===== src/rtl/dce_pkg.sv =====
package dce_pkg;
  localparam int WORD_W  = 32;
  localparam int LEN_W   = 13;
  localparam int BURST_W = 6;
  localparam int IDX_W   = 2;

  typedef enum logic [1:0] {PH_DESC, PH_READ, PH_WRITE} phase_e;

  typedef struct packed {
    phase_e phase;
    logic   clrIdx;
    logic   ldWord;
    logic   startBurst;
    logic   latchData;
    logic   advance;
    logic   nextDesc;
    logic   setStart;
    logic   setEnd;
    logic   setErr;
    logic   goIdle;
    logic   goBusy;
  } strobes_t;
endpackage


===== src/rtl/dce_ctrl.sv =====
module dce_ctrl
  import dce_pkg::*;
(
  input  logic     clk,
  input  logic     rstN,
  input  logic     runBit,
  input  logic     idxLast,
  input  logic     remZero,
  input  logic     lastBeat,
  input  logic     stopFlag,
  input  logic     flowOk,
  input  logic     startEn,
  input  logic     endEn,
  input  logic     memAck,
  input  logic     memErr,
  output strobes_t strb,
  output logic     memReq,
  output logic     memWe
);
  typedef enum logic [2:0] {
    S_IDLE, S_FETCH, S_START, S_BURST, S_READ, S_WRITE, S_END
  } state_e;

  state_e stateQ, stateD;

  always_ff @(posedge clk) begin
    if (!rstN) stateQ <= S_IDLE;
    else       stateQ <= stateD;
  end

  always_comb begin
    strb   = '0;
    stateD = stateQ;
    memReq = 1'b0;
    memWe  = 1'b0;
    case (stateQ)
      S_IDLE: begin
        if (runBit) begin
          strb.goBusy = 1'b1;
          strb.clrIdx = 1'b1;
          stateD      = S_FETCH;
        end
      end
      S_FETCH: begin
        strb.phase = PH_DESC;
        memReq     = 1'b1;
        if (memAck) begin
          if (memErr) begin
            strb.setErr = 1'b1;
            strb.goIdle = 1'b1;
            stateD      = S_IDLE;
          end else begin
            strb.ldWord = 1'b1;
            if (idxLast) stateD = S_START;
          end
        end
      end
      S_START: begin
        strb.setStart = startEn;
        stateD        = S_BURST;
      end
      S_BURST: begin
        if (remZero) begin
          stateD = S_END;
        end else if (!runBit) begin
          strb.goIdle = 1'b1;
          stateD      = S_IDLE;
        end else if (flowOk) begin
          strb.startBurst = 1'b1;
          stateD          = S_READ;
        end
      end
      S_READ: begin
        strb.phase = PH_READ;
        memReq     = 1'b1;
        if (memAck) begin
          if (memErr) begin
            strb.setErr = 1'b1;
            strb.goIdle = 1'b1;
            stateD      = S_IDLE;
          end else begin
            strb.latchData = 1'b1;
            stateD         = S_WRITE;
          end
        end
      end
      S_WRITE: begin
        strb.phase = PH_WRITE;
        memReq     = 1'b1;
        memWe      = 1'b1;
        if (memAck) begin
          if (memErr) begin
            strb.setErr = 1'b1;
            strb.goIdle = 1'b1;
            stateD      = S_IDLE;
          end else begin
            strb.advance = 1'b1;
            stateD       = lastBeat ? S_BURST : S_READ;
          end
        end
      end
      S_END: begin
        strb.setEnd = endEn;
        if (stopFlag) begin
          strb.goIdle = 1'b1;
          stateD      = S_IDLE;
        end else begin
          strb.nextDesc = 1'b1;
          if (!runBit) begin
            strb.goIdle = 1'b1;
            stateD      = S_IDLE;
          end else begin
            strb.clrIdx = 1'b1;
            stateD      = S_FETCH;
          end
        end
      end
      default: stateD = S_IDLE;
    endcase
  end
endmodule


===== src/rtl/dce_datapath.sv =====
module dce_datapath
  import dce_pkg::*;
(
  input  logic              clk,
  input  logic              rstN,
  input  strobes_t          strb,
  input  logic              cfgWrCsr,
  input  logic              cfgWrPtr,
  input  logic [WORD_W-1:0] cfgWrData,
  input  logic              srcReq,
  input  logic              tgtReq,
  input  logic [WORD_W-1:0] memRData,
  output logic [WORD_W-1:0] memAddr,
  output logic [1:0]        memSize,
  output logic [WORD_W-1:0] memWData,
  output logic [WORD_W-1:0] csrOut,
  output logic [WORD_W-1:0] descPtrOut,
  output logic              irqOut,
  output logic              runBit,
  output logic              idxLast,
  output logic              remZero,
  output logic              lastBeat,
  output logic              stopFlag,
  output logic              flowOk,
  output logic              startEn,
  output logic              endEn
);
  localparam logic [IDX_W-1:0] LAST_IDX = IDX_W'((1 << IDX_W) - 1);

  logic [WORD_W-1:0]  descPtrQ, srcQ, tgtQ, dataQ;
  logic [WORD_W-5:0]  nextQ;
  logic               stopQ;
  logic               incSrcQ, incTgtQ, flowSrcQ, flowTgtQ, startIeQ, endIeQ;
  logic [1:0]         burstSelQ, widthSelQ;
  logic [LEN_W-1:0]   remQ;
  logic [BURST_W-1:0] burstLeftQ;
  logic [IDX_W-1:0]   idxQ;
  logic               runQ, stopIeQ, stoppedQ, endFlagQ, startFlagQ, errFlagQ;

  logic [LEN_W-1:0]   unitBytes, beatBytes;
  logic [BURST_W-1:0] burstBytes, beatShort;
  logic [1:0]         beatCode;
  logic               reqPend;
  logic               unusedBits;

  assign unusedBits = cfgWrData[3];

  // width unit and beat size
  always_comb begin
    case (widthSelQ)
      2'd1:    unitBytes = LEN_W'(1);
      2'd2:    unitBytes = LEN_W'(2);
      default: unitBytes = LEN_W'(4);
    endcase
    beatBytes = (remQ < unitBytes) ? LEN_W'(1) : unitBytes;
    beatShort = beatBytes[BURST_W-1:0];
    case (beatBytes[2:0])
      3'd1:    beatCode = 2'd0;
      3'd2:    beatCode = 2'd1;
      default: beatCode = 2'd2;
    endcase
    case (burstSelQ)
      2'd1:    burstBytes = BURST_W'(8);
      2'd2:    burstBytes = BURST_W'(16);
      2'd3:    burstBytes = BURST_W'(32);
      default: burstBytes = unitBytes[BURST_W-1:0];
    endcase
  end

  assign lastBeat = (beatBytes >= remQ) || (beatShort >= burstLeftQ);
  assign remZero  = (remQ == '0);
  assign idxLast  = (idxQ == LAST_IDX);
  assign stopFlag = stopQ;
  assign flowOk   = (!flowSrcQ || srcReq) && (!flowTgtQ || tgtReq);
  assign startEn  = startIeQ;
  assign endEn    = endIeQ;
  assign runBit   = runQ;
  assign reqPend  = !stoppedQ && ((flowSrcQ && srcReq) || (flowTgtQ && tgtReq));

  // memory request fields
  always_comb begin
    case (strb.phase)
      PH_DESC:  memAddr = descPtrQ + {{(WORD_W-IDX_W-2){1'b0}}, idxQ, 2'b00};
      PH_READ:  memAddr = srcQ;
      default:  memAddr = tgtQ;
    endcase
    memSize = (strb.phase == PH_DESC) ? 2'd2 : beatCode;
  end
  assign memWData = dataQ;

  // descriptor fields and transfer counters
  always_ff @(posedge clk) begin
    if (!rstN) begin
      descPtrQ   <= '0;
      nextQ      <= '0;
      stopQ      <= 1'b0;
      srcQ       <= '0;
      tgtQ       <= '0;
      dataQ      <= '0;
      incSrcQ    <= 1'b0;
      incTgtQ    <= 1'b0;
      flowSrcQ   <= 1'b0;
      flowTgtQ   <= 1'b0;
      startIeQ   <= 1'b0;
      endIeQ     <= 1'b0;
      burstSelQ  <= '0;
      widthSelQ  <= '0;
      remQ       <= '0;
      burstLeftQ <= '0;
      idxQ       <= '0;
    end else begin
      if (cfgWrPtr && stoppedQ) descPtrQ <= {cfgWrData[WORD_W-1:4], 4'b0000};
      if (strb.nextDesc)        descPtrQ <= {nextQ, 4'b0000};
      if (strb.clrIdx) idxQ <= '0;
      if (strb.ldWord) begin
        idxQ <= idxQ + 1'b1;
        case (idxQ)
          2'd0: begin
            nextQ <= memRData[WORD_W-1:4];
            stopQ <= memRData[0];
          end
          2'd1: srcQ <= memRData;
          2'd2: tgtQ <= memRData;
          default: begin
            incSrcQ   <= memRData[31];
            incTgtQ   <= memRData[30];
            flowSrcQ  <= memRData[29];
            flowTgtQ  <= memRData[28];
            startIeQ  <= memRData[22];
            endIeQ    <= memRData[21];
            burstSelQ <= memRData[17:16];
            widthSelQ <= memRData[15:14];
            remQ      <= memRData[LEN_W-1:0];
          end
        endcase
      end
      if (strb.startBurst) burstLeftQ <= burstBytes;
      if (strb.latchData)  dataQ <= memRData;
      if (strb.advance) begin
        remQ       <= remQ - beatBytes;
        burstLeftQ <= (burstLeftQ > beatShort) ? burstLeftQ - beatShort : '0;
        if (incSrcQ) srcQ <= srcQ + {{(WORD_W-LEN_W){1'b0}}, beatBytes};
        if (incTgtQ) tgtQ <= tgtQ + {{(WORD_W-LEN_W){1'b0}}, beatBytes};
      end
    end
  end

  // control/status word
  always_ff @(posedge clk) begin
    if (!rstN) begin
      runQ       <= 1'b0;
      stopIeQ    <= 1'b0;
      stoppedQ   <= 1'b1;
      endFlagQ   <= 1'b0;
      startFlagQ <= 1'b0;
      errFlagQ   <= 1'b0;
    end else begin
      if (cfgWrCsr) begin
        runQ    <= cfgWrData[31];
        stopIeQ <= cfgWrData[29];
        if (cfgWrData[2]) endFlagQ   <= 1'b0;
        if (cfgWrData[1]) startFlagQ <= 1'b0;
        if (cfgWrData[0]) errFlagQ   <= 1'b0;
      end
      if (strb.setEnd)   endFlagQ   <= 1'b1;
      if (strb.setStart) startFlagQ <= 1'b1;
      if (strb.setErr)   errFlagQ   <= 1'b1;
      if (strb.goBusy)   stoppedQ   <= 1'b0;
      if (strb.goIdle) begin
        stoppedQ <= 1'b1;
        runQ     <= 1'b0;
      end
    end
  end

  assign csrOut = {runQ, 1'b0, stopIeQ, 20'b0, reqPend, 4'b0,
                   stoppedQ, endFlagQ, startFlagQ, errFlagQ};
  assign descPtrOut = descPtrQ;
  assign irqOut = endFlagQ || startFlagQ || errFlagQ || (stoppedQ && stopIeQ);
endmodule


===== src/rtl/dma_chain_engine.sv =====
module dma_chain_engine
  import dce_pkg::*;
(
  input  logic              clk,
  input  logic              rstN,
  input  logic              cfgWrCsr,
  input  logic              cfgWrPtr,
  input  logic [WORD_W-1:0] cfgWrData,
  output logic [WORD_W-1:0] csrOut,
  output logic [WORD_W-1:0] descPtrOut,
  input  logic              srcReq,
  input  logic              tgtReq,
  output logic              memReq,
  output logic              memWe,
  output logic [WORD_W-1:0] memAddr,
  output logic [1:0]        memSize,
  output logic [WORD_W-1:0] memWData,
  input  logic [WORD_W-1:0] memRData,
  input  logic              memAck,
  input  logic              memErr,
  output logic              irqOut
);
  strobes_t strb;
  logic runBit, idxLast, remZero, lastBeat, stopFlag, flowOk, startEn, endEn;

  dce_ctrl u_ctrl (
    .clk(clk), .rstN(rstN), .runBit(runBit), .idxLast(idxLast),
    .remZero(remZero), .lastBeat(lastBeat), .stopFlag(stopFlag),
    .flowOk(flowOk), .startEn(startEn), .endEn(endEn),
    .memAck(memAck), .memErr(memErr), .strb(strb),
    .memReq(memReq), .memWe(memWe)
  );

  dce_datapath u_dp (
    .clk(clk), .rstN(rstN), .strb(strb), .cfgWrCsr(cfgWrCsr),
    .cfgWrPtr(cfgWrPtr), .cfgWrData(cfgWrData), .srcReq(srcReq),
    .tgtReq(tgtReq), .memRData(memRData), .memAddr(memAddr),
    .memSize(memSize), .memWData(memWData), .csrOut(csrOut),
    .descPtrOut(descPtrOut), .irqOut(irqOut), .runBit(runBit),
    .idxLast(idxLast), .remZero(remZero), .lastBeat(lastBeat),
    .stopFlag(stopFlag), .flowOk(flowOk), .startEn(startEn), .endEn(endEn)
  );
endmodule


===== config.mk =====
export PLATFORM = sky130hd
export DESIGN_NAME = dma_chain_engine
export DESIGN_NICKNAME = d
export VERILOG_FILES = /design/src/rtl/dce_pkg.sv /design/src/rtl/dce_ctrl.sv /design/src/rtl/dce_datapath.sv /design/src/rtl/dma_chain_engine.sv
export SDC_FILE = /design/constraint.sdc
export NUM_CORES = 1
export LEC_CHECK = 0
export BUFFER_PORTS_ARGS = -buffer_cell sky130_fd_sc_hd__clkbuf_2
export CAP_MARGIN = 10
export CORE_MARGIN = 2
export CORE_UTILIZATION = 35
export CTS_BUF_LIST = sky130_fd_sc_hd__clkbuf_16
export DETAILED_ROUTE_END_ITERATION = 6
export PLACE_DENSITY = 0.61
export SETUP_SLACK_MARGIN = 0.5
export SYNTH_ARGS = -nofsm -noshare
export SYNTH_HDL_FRONTEND = slang
export SYNTH_SLANG_ARGS = --single-unit

===== constraint.sdc =====
create_clock -name clk -period 4.5 [get_ports clk]
set_input_delay 0.675 -clock clk [delete_from_list [all_inputs] [get_ports clk]]
set_output_delay 0.675 -clock clk [all_outputs]
set_load 0.005 [all_outputs]

==> results by group, run 1 <==
Clock tree
  • Root Buffer Master: clkbuf_16
  • Clock sink total: 193
  • Clock buffer depth: 2
  • CTS tree: done
  • Total CTS buffers: 17
  • # H-tree levels: 4
  • Clock-pin slew on the worst setup and hold paths: 70 ps
  • Clock latency on the worst-skew pair: 440 ps
  • Postcts setup bufs: 0

STA
  • Slew Limit Fails: 0
  • RSZ-0062 raised after global routing: yes
  • Final TNS setup: 0 ps
  • Final setup violation count: 0
  • Crit share post-route: 84.5%
  • Post-layout min period: 3800 ps
  • Slew @ Worst Pin: 1100 ps
  • Maximum clock frequency: 0.263 GHz
  • Final Hold Vio Count: 0
  • Worst rel slew slack: 26.7%
  • Clock Skew: 15.5 ps

Power and ir drop
  • Internal power: 2.76 mW
  • Max IR drop VDD: 0.163 mV
  • Sw Pwr: 0.915 mW
  • PwrDens: 297 mW/mm2
  • Leakage: 4.57 nW
  • Switching part of the total: 24.9%
  • Clk pwr share: 44.4%
  • Flop pwr share: 47.7%
  • Logic pwr share: 7.8%

Setup path
  • Flop2flop setup slack: 700 ps
  • Register-to-Register Path Depth: 16
  • Crit Path Max Fanout: 11
  • Critical Path Source Type: flip-flop
  • Crit path arrival time: 4160 ps
  • CP endpoint kind: flip-flop
  • Worst EP required: 4860 ps
  • Critical path class: reg2reg

Synth
  • EDFF count, synth: 0
  • Most used flip-flop cell after synthesis: dfxtp_1
  • Synth Cell Area: 0.0107 mm2
  • Asr flop ratio synth: 0%
  • Synth area leader: dfxtp_1
  • Ys Warns: 0
  • Seq/Total Area, Yosys: 36.0%
  • Synth Area per Inst: 7.55 um2
  • Post-synth top area share: 36.0%
  • Mapped Cells: 1419
  • Seq cells post-synth: 193
  • Synth area leaders: dfxtp_1 36%, nand2_1 10%, a21oi_1 6.4%, mux2i_1 3.5%, nor2_1 3.3%
  • Count of cell types in the netlist: 70

Cells and area
  • Fillers: 3160
  • Area of the multi-input gates: 0.00619 mm2
  • Share of cells above drive strength 1: 16.3%
  • Synthesis-to-finish area growth: 15.3%
  • Share of the core filled with cells: 40.7%
  • Nets: 1624
  • Final instance area: 0.0124 mm2
  • Most frequent cells in the layout: 286 x nand2_1, 192 x dfxtp_1, 174 x clkbuf_2
  • Fin cells: 1936
  • Commonest non-fill, non-tap cell in the layout: nand2_1
  • Reg area: 0.00386 mm2
  • N_diodes: 0

Drt
  • Vias per cell: 5.62
  • Vias: 10879
  • First-pass iteration count of the detailed router: 5
  • Initial DRC Count: 932
  • Residual DRC: 0
  • ANT nets after route: 0
  • Final wirelength: 36800 um
  • Drt wl/cell: 19.0 um

Placement
  • Global placer's final weighted congestion: 0.919
  • Placed cells: 1905
  • DP Area: 0.0117 mm2
  • PortBufs: 174
  • Post-DP HPWL: 26300 um

Hold path
  • Hold Path Depth: 2
  • HP Class: reg2reg

Floorplan
  • Starting density of the core: 35.3%
  • Io pins: 205
  • Core area: 0.0303 mm2
  • Die area: 0.0320 mm2
  • Die Span Y: 179 um
  • Die Wd: 179 um
  • Site Rows: 64

Global route
  • Vias in the first global route: 9807
  • First-pass GRT wire length: 56300 um
  • GRT Util Overall: 22.7%
  • Largest net degree at the start of global routing: 59
  • Total global routing overflow: 0
  • Initial antenna violation count: 0

Run
  • Max Cap Viol: 0

Outcome
  • Outcome: finished clean
-- Yosys cell counts (14+ instances only) --
| cell | instances |
|---|---|
| a21oi_1 | 137 |
| a22oi_1 | 17 |
| a311oi_1 | 35 |
| a31oi_1 | 30 |
| and3_1 | 18 |
| buf_2 | 19 |
| buf_4 | 38 |
| clkbuf_1 | 76 |
| dfxtp_1 | 193 |
| ha_1 | 20 |
| inv_1 | 31 |
| mux2i_1 | 37 |
| nand2_1 | 287 |
| nand3_1 | 55 |
| nand4_1 | 26 |
| nor2_1 | 95 |
| nor3_1 | 20 |
| o211ai_1 | 17 |
| o21ai_0 | 71 |
| or3_1 | 14 |
-- stage by stage --
stage / hold WS [ps] / worst slack [ps] / power [mW]
2_1_floorplan: 432 / 976 / 1.95
3_3_place_gp: 439 / 544 / 2.08
3_5_place_dp: 446 / 521 / 2.08
4_1_cts: 455 / 586 / 3.70
5_1_grt: 476 / 435 / 3.80
6_report: 456 / 697 / 3.67
-- cell type report --
class / instances / area share [%]
multi-input combinational: 1085 / 50.1
sequential: 193 / 31.3
timing repair buffer: 199 / 8.69
tap: 396 / 4.01
clock buffer: 17 / 3.44
clock inverter: 14 / 1.52
inverter: 32 / 0.992
-- logic make-up (layout without fill, tap and decap cells) --
group                    count (synthesis)  count (layout)  share of synthesized area, %
AND/OR/NAND/NOR                        591             591                          25.5
AO/OA/AOI/OAI                          394             394                          23.6
flip-flops                             193             193                          36.0
buffers and inverters                  169             262                          7.47
multiplexers                            38              38                          3.56
adder cells (fa/ha/maj)                 24              24                          3.08
XOR/XNOR                                 9               9                         0.735
other                                    1              29                        0.0350
-- flip-flops by register name, indices dropped and copies added, names as in the netlist, 2 cells and up --
register,flops
u_ctrl.stateQ,3
u_dp.burstLeftQ,6
u_dp.burstSelQ,2
u_dp.descPtrOut,28
u_dp.idxQ,2
u_dp.memWData,32
u_dp.nextQ,28
u_dp.remQ,13
u_dp.srcQ,32
u_dp.tgtQ,32
u_dp.widthSelQ,2
-- what timing repair did --
| item | 4_1_cts | 5_1_grt |
|---|---|---|
| pin swaps | 0 | 1 |
| hold endpoints to repair | 0 | 0 |
| resized for setup | 1 | 4 |
| hold buffers | 0 | 0 |
| setup endpoints to repair | 1 | 9 |
| cloned | 0 | 0 |
-- worst max-delay path, stage by stage, from the launching register on --
cell and delay [ps]:
dfxtp_1 350, inv_1 50, ha_1 240, inv_1 70, ha_1 210, a21o_1 160
a211oi_2 280, or2_2 210, ha_1 200, inv_1 60, fa_1 420, nand2b_2 240
a2111oi_4 380, buf_6 210, nand2_1 80, or4_1 410, a31oi_1 130
-- power groups by stage --
stage | Combinational [mW] | Sequential [mW] | Clock (mW)
detailed placement | 0.286 | 1.79 | 0
CTS | 0.287 | 1.75 | 1.66
finish | 0.287 | 1.75 | 1.63
global placement | 0.286 | 1.79 | 0
global route | 0.315 | 1.76 | 1.73
floorplan | 0.160 | 1.79 | 0
-- routing by layer --
| layer | track usage (%) | share of wire, % |
|---|---|---|
| met5 | 0 | 0 |
| met4 | 6.71 | 1.9 |
| met3 | 3.44 | 7.6 |
| met2 | 34.8 | 44 |
| met1 | 32.6 | 46 |
-- path summary, 6_finish.rpt --
kind,from,endpoint
worst max-delay path,u_dp.widthSelQ[0],u_dp.tgtQ[18]
worst min-delay path,u_dp.memWData[23],u_dp.memWData[23]
worst max register to register,u_dp.widthSelQ[0],u_dp.tgtQ[18]
worst min register to register,u_dp.memWData[23],u_dp.memWData[23]
Note: power is estimated with default switching activity, not from simulation.
==> run 2, diff against run 1 <==
Settings changed: ABC_AREA set to 1, PLACE_DENSITY 0.61 to 0.62.
Clock period 4.5 ns to 3.1 ns, I/O delays scaled along.
==> run 2 against run 1 <==
  * Wire length grew 20%
  * Largest power group unchanged
  * Synthesized cell count grew 24%
  * Total power grew 50%
  * Via count up 16%
  * Critical path type unchanged
  * Synthesized area is 6.5% higher
  * Cell count up 23%
  * Die area grew 6.3%
==> results by group, run 2 <==
Cells and area
  • Most frequent cells in the layout: 306 x nand2_1, 188 x dfxtp_1, 181 x nor2_1
  • Commonest non-fill, non-tap cell in the layout: nand2_1
  • Nets: 2027
  • Fillers: 3312
  • Share of the core filled with cells: 44.4%
  • N_diodes: 0
  • Share of cells above drive strength 1: 23.8%
  • Synthesis-to-finish area growth: 25.6%

Placement
  • Global placer's final weighted congestion: 0.963
  • Post-DP HPWL: 31800 um
  • PortBufs: 174

Setup path
  • Critical path class: reg2reg
  • Reg2reg end: u_dp.tgtQ[24]
  • Flop2flop setup slack: 30 ps
  • Delay-heaviest family, CP: adder cells
  • Launching point of the worst reg2reg path: u_dp.widthSelQ[0]
  • CP endpoint kind: flip-flop
  • Critical Path Source Type: flip-flop
  • Crit Path Max Fanout: 4
  • Crit path arrival time: 3460 ps
  • Cell Chain, Critical Path: inv_2 > ha_4 > inv_4 > ha_4 > a21oi_4 > o2111ai_4 > nand2_2 > ha_2 > inv_2 > fa_2 > inv_2 > nand2_4 > a21oi_4 > nand4_1 > nor2_1 > buf_4 > nand3_1 > nand3_1 > nand2_1 > inv_1
  • Register-to-Register Path Depth: 20
  • Worst EP required: 3490 ps
  • Worst path max stage delay: 360 ps
  • Worst Path Buf+Inv: 6
  • Worst path most repeated cell: inv_2
  • Slowest-stage cell, CP: fa_2

Synth
  • EDFF count, synth: 0
  • Synth area leaders: dfxtp_1 34%, nand2_1 11%, a21oi_1 8.6%, nand3_1 6.6%, nor2_1 6.5%
  • Synth Area per Inst: 6.51 um2
  • Synth Area in XOR/XNOR: 1.07%
  • Most used flip-flop cell after synthesis: dfxtp_1
  • Ys Warns: 0
  • Largest family of logic cells by synthesized area: simple AND/OR/NAND/NOR gates
  • Synth Area in Simple Gates: 29.8%
  • Count of cell types in the netlist: 48
  • Adder-cell area share of the yosys netlist: 2.89%
  • Post-synth top area share: 33.9%
  • Synth cell count leaders: 337 x nand2_1, 199 x nor2_1, 195 x a21oi_1, 193 x dfxtp_1, 165 x inv_1
  • Synth Cell Area: 0.0114 mm2
  • Synth area leader: dfxtp_1
  • Seq cells post-synth: 193
  • Mux cell area share after synthesis: 0%
  • Mapped Cells: 1753
  • Asr flop ratio synth: 0%
  • Post-synthesis compound-gate area fraction: 20.3%
  • Seq/Total Area, Yosys: 33.9%
  • Most frequent cell after synthesis: nand2_1

Floorplan
  • Io pins: 205
  • Core area: 0.0323 mm2
  • Starting density of the core: 35.3%
  • Die Span Y: 185 um
  • Site Rows: 66
  • Die Wd: 185 um
  • Die area: 0.0341 mm2

Drt
  • ANT nets after route: 0
  • Vias per cell: 5.30
  • Vias: 12654
  • Residual DRC: 0
  • Final wirelength: 44300 um
  • First-pass iteration count of the detailed router: 5
  • Initial DRC Count: 1133
  • Drt wl/cell: 18.6 um

Power and ir drop
  • Switching part of the total: 29.4%
  • Clk pwr share: 42.0%
  • Logic pwr share: 10.5%
  • Internal power: 3.88 mW
  • Total Power: 5.50 mW
  • Flop pwr share: 47.5%
  • Sw Pwr: 1.62 mW
  • PwrDens: 384 mW/mm2
  • Leakage: 5.94 nW
  • Max IR drop VDD: 0.330 mV

STA
  • Final TNS setup: 0 ps
  • Final setup violation count: 0
  • Maximum clock frequency: 0.326 GHz
  • Final Hold Vio Count: 0
  • RSZ-0062 raised after global routing: yes
  • Worst rel slew slack: 47.1%
  • Clock Skew: 16.8 ps
  • Post-layout min period: 3070 ps
  • Slew @ Worst Pin: 788 ps
  • Hold WS: 269 ps
  • Slew Limit Fails: 0
  • Crit share post-route: 99.0%

Hold path
  • Hold Path Depth: 3
  • Worst Hold End: u_dp.nextQ[5]
  • Hold path start: memRData[9]
  • HP Class: in2reg

Run
  • Max Cap Viol: 0

Clock tree
  • Clock sink total: 193
  • CTS tree: done
  • Clock-pin slew on the worst setup and hold paths: 90 ps
  • Root Buffer Master: clkbuf_16
  • Clock buffer depth: 2
  • Clock latency on the worst-skew pair: 450 ps
  • # H-tree levels: 4
  • Total CTS buffers: 17

Global route
  • First-pass GRT wire length: 66100 um
  • Initial antenna violation count: 0
  • Vias in the first global route: 11456
  • Largest net degree at the start of global routing: 61
  • GRT Util Overall: 25.5%
  • Total global routing overflow: 0

Outcome
  • Outcome: finished clean
-- run 2: cell count changes after synthesis, sizes merged, moves of 28 or more --
cell,before,now
a21oi,137,195
a311oi,35,0
clkbuf,76,42
inv,31,176
mux2i,37,0
nand2,287,344
nand3,55,152
nor2,96,211
o21ai,73,164
o22ai,3,31
-- run 2: cells by family (layout without fill, tap and decap cells) --
logic type                 Yosys count  after routing
DFF                                193            193
xor gates and xnor gates            14             14
other                                1             29
adders and majority gates           24             24
and+or+nand+nor                    781            781
buffers and inverters              303            466
AOI/OAI and AO/OA                  437            437
-- run 2: worst max path at each step --
stage	startpoint	to	slack, ps	cells past startpoint
detailed placement	u_dp.widthSelQ[0]	u_dp.tgtQ[9]	-20	18
global placement	u_dp.widthSelQ[0]	u_dp.tgtQ[9]	50	18
finish	u_dp.widthSelQ[0]	u_dp.tgtQ[24]	30	20
CTS	u_dp.widthSelQ[0]	u_dp.tgtQ[24]	110	20
floorplan	u_dp.widthSelQ[0]	u_dp.tgtQ[24]	260	20
global route	u_dp.widthSelQ[0]	u_dp.srcQ[28]	-110	23
-- run 2: through the flow --
step                instance area, um2  setup WS, ps  instances
CTS                              13900           113       2374
detailed placement               12700         -16.8       2307
global route                     14300          -108       2386
finish                           14300          32.4       2386
global placement                 12700          52.6       2307
floorplan                        11700           263       1781
-- run 2: timing repair --
item                       in CTS  in global routing
pin swaps                      49                 39
resized for setup             106                 82
hold buffers                    0                  0
setup endpoints to repair     102                 91
buffers inserted               35                 12
-- run 2: power by group through the flow --
stage                     registers, mW  logic (mW)  clock network (mW)
after global placement             2.67       0.558                   0
after CTS                          2.61       0.565                2.32
after detailed placement           2.67       0.560                   0
after global routing               2.62       0.626                2.44
after floorplan                    2.63       0.330                   0
final                              2.61       0.577                2.31
-- run 2: routing by layer --
layer | vias to the layer above | track usage [%] | wire length [um]
met1 | 5893 | 36.0 | 20200
met2 | 555 | 39.7 | 19500
met4 | 0 | 8.26 | 1240
met3 | 64 | 3.66 | 3360
met5 | - | 0 | 0
li1 | 6142 | - | -
-- run 2: final cells by class --
cell class                 count  area [um2]  area share [%]
clock inverter                15         174            1.21
inverter                     178         691            4.82
multi-input combinational   1285        7030            49.0
timing repair buffer         256        1590            11.1
clock buffer                  17         425            2.97
tap                          442         553            3.86
sequential                   193        3870            27.0
-- run 2: tightest hold or removal path, stage by stage --
cell and delay, ps:
clkbuf_2 90, nand3_1 70, a21oi_1 60
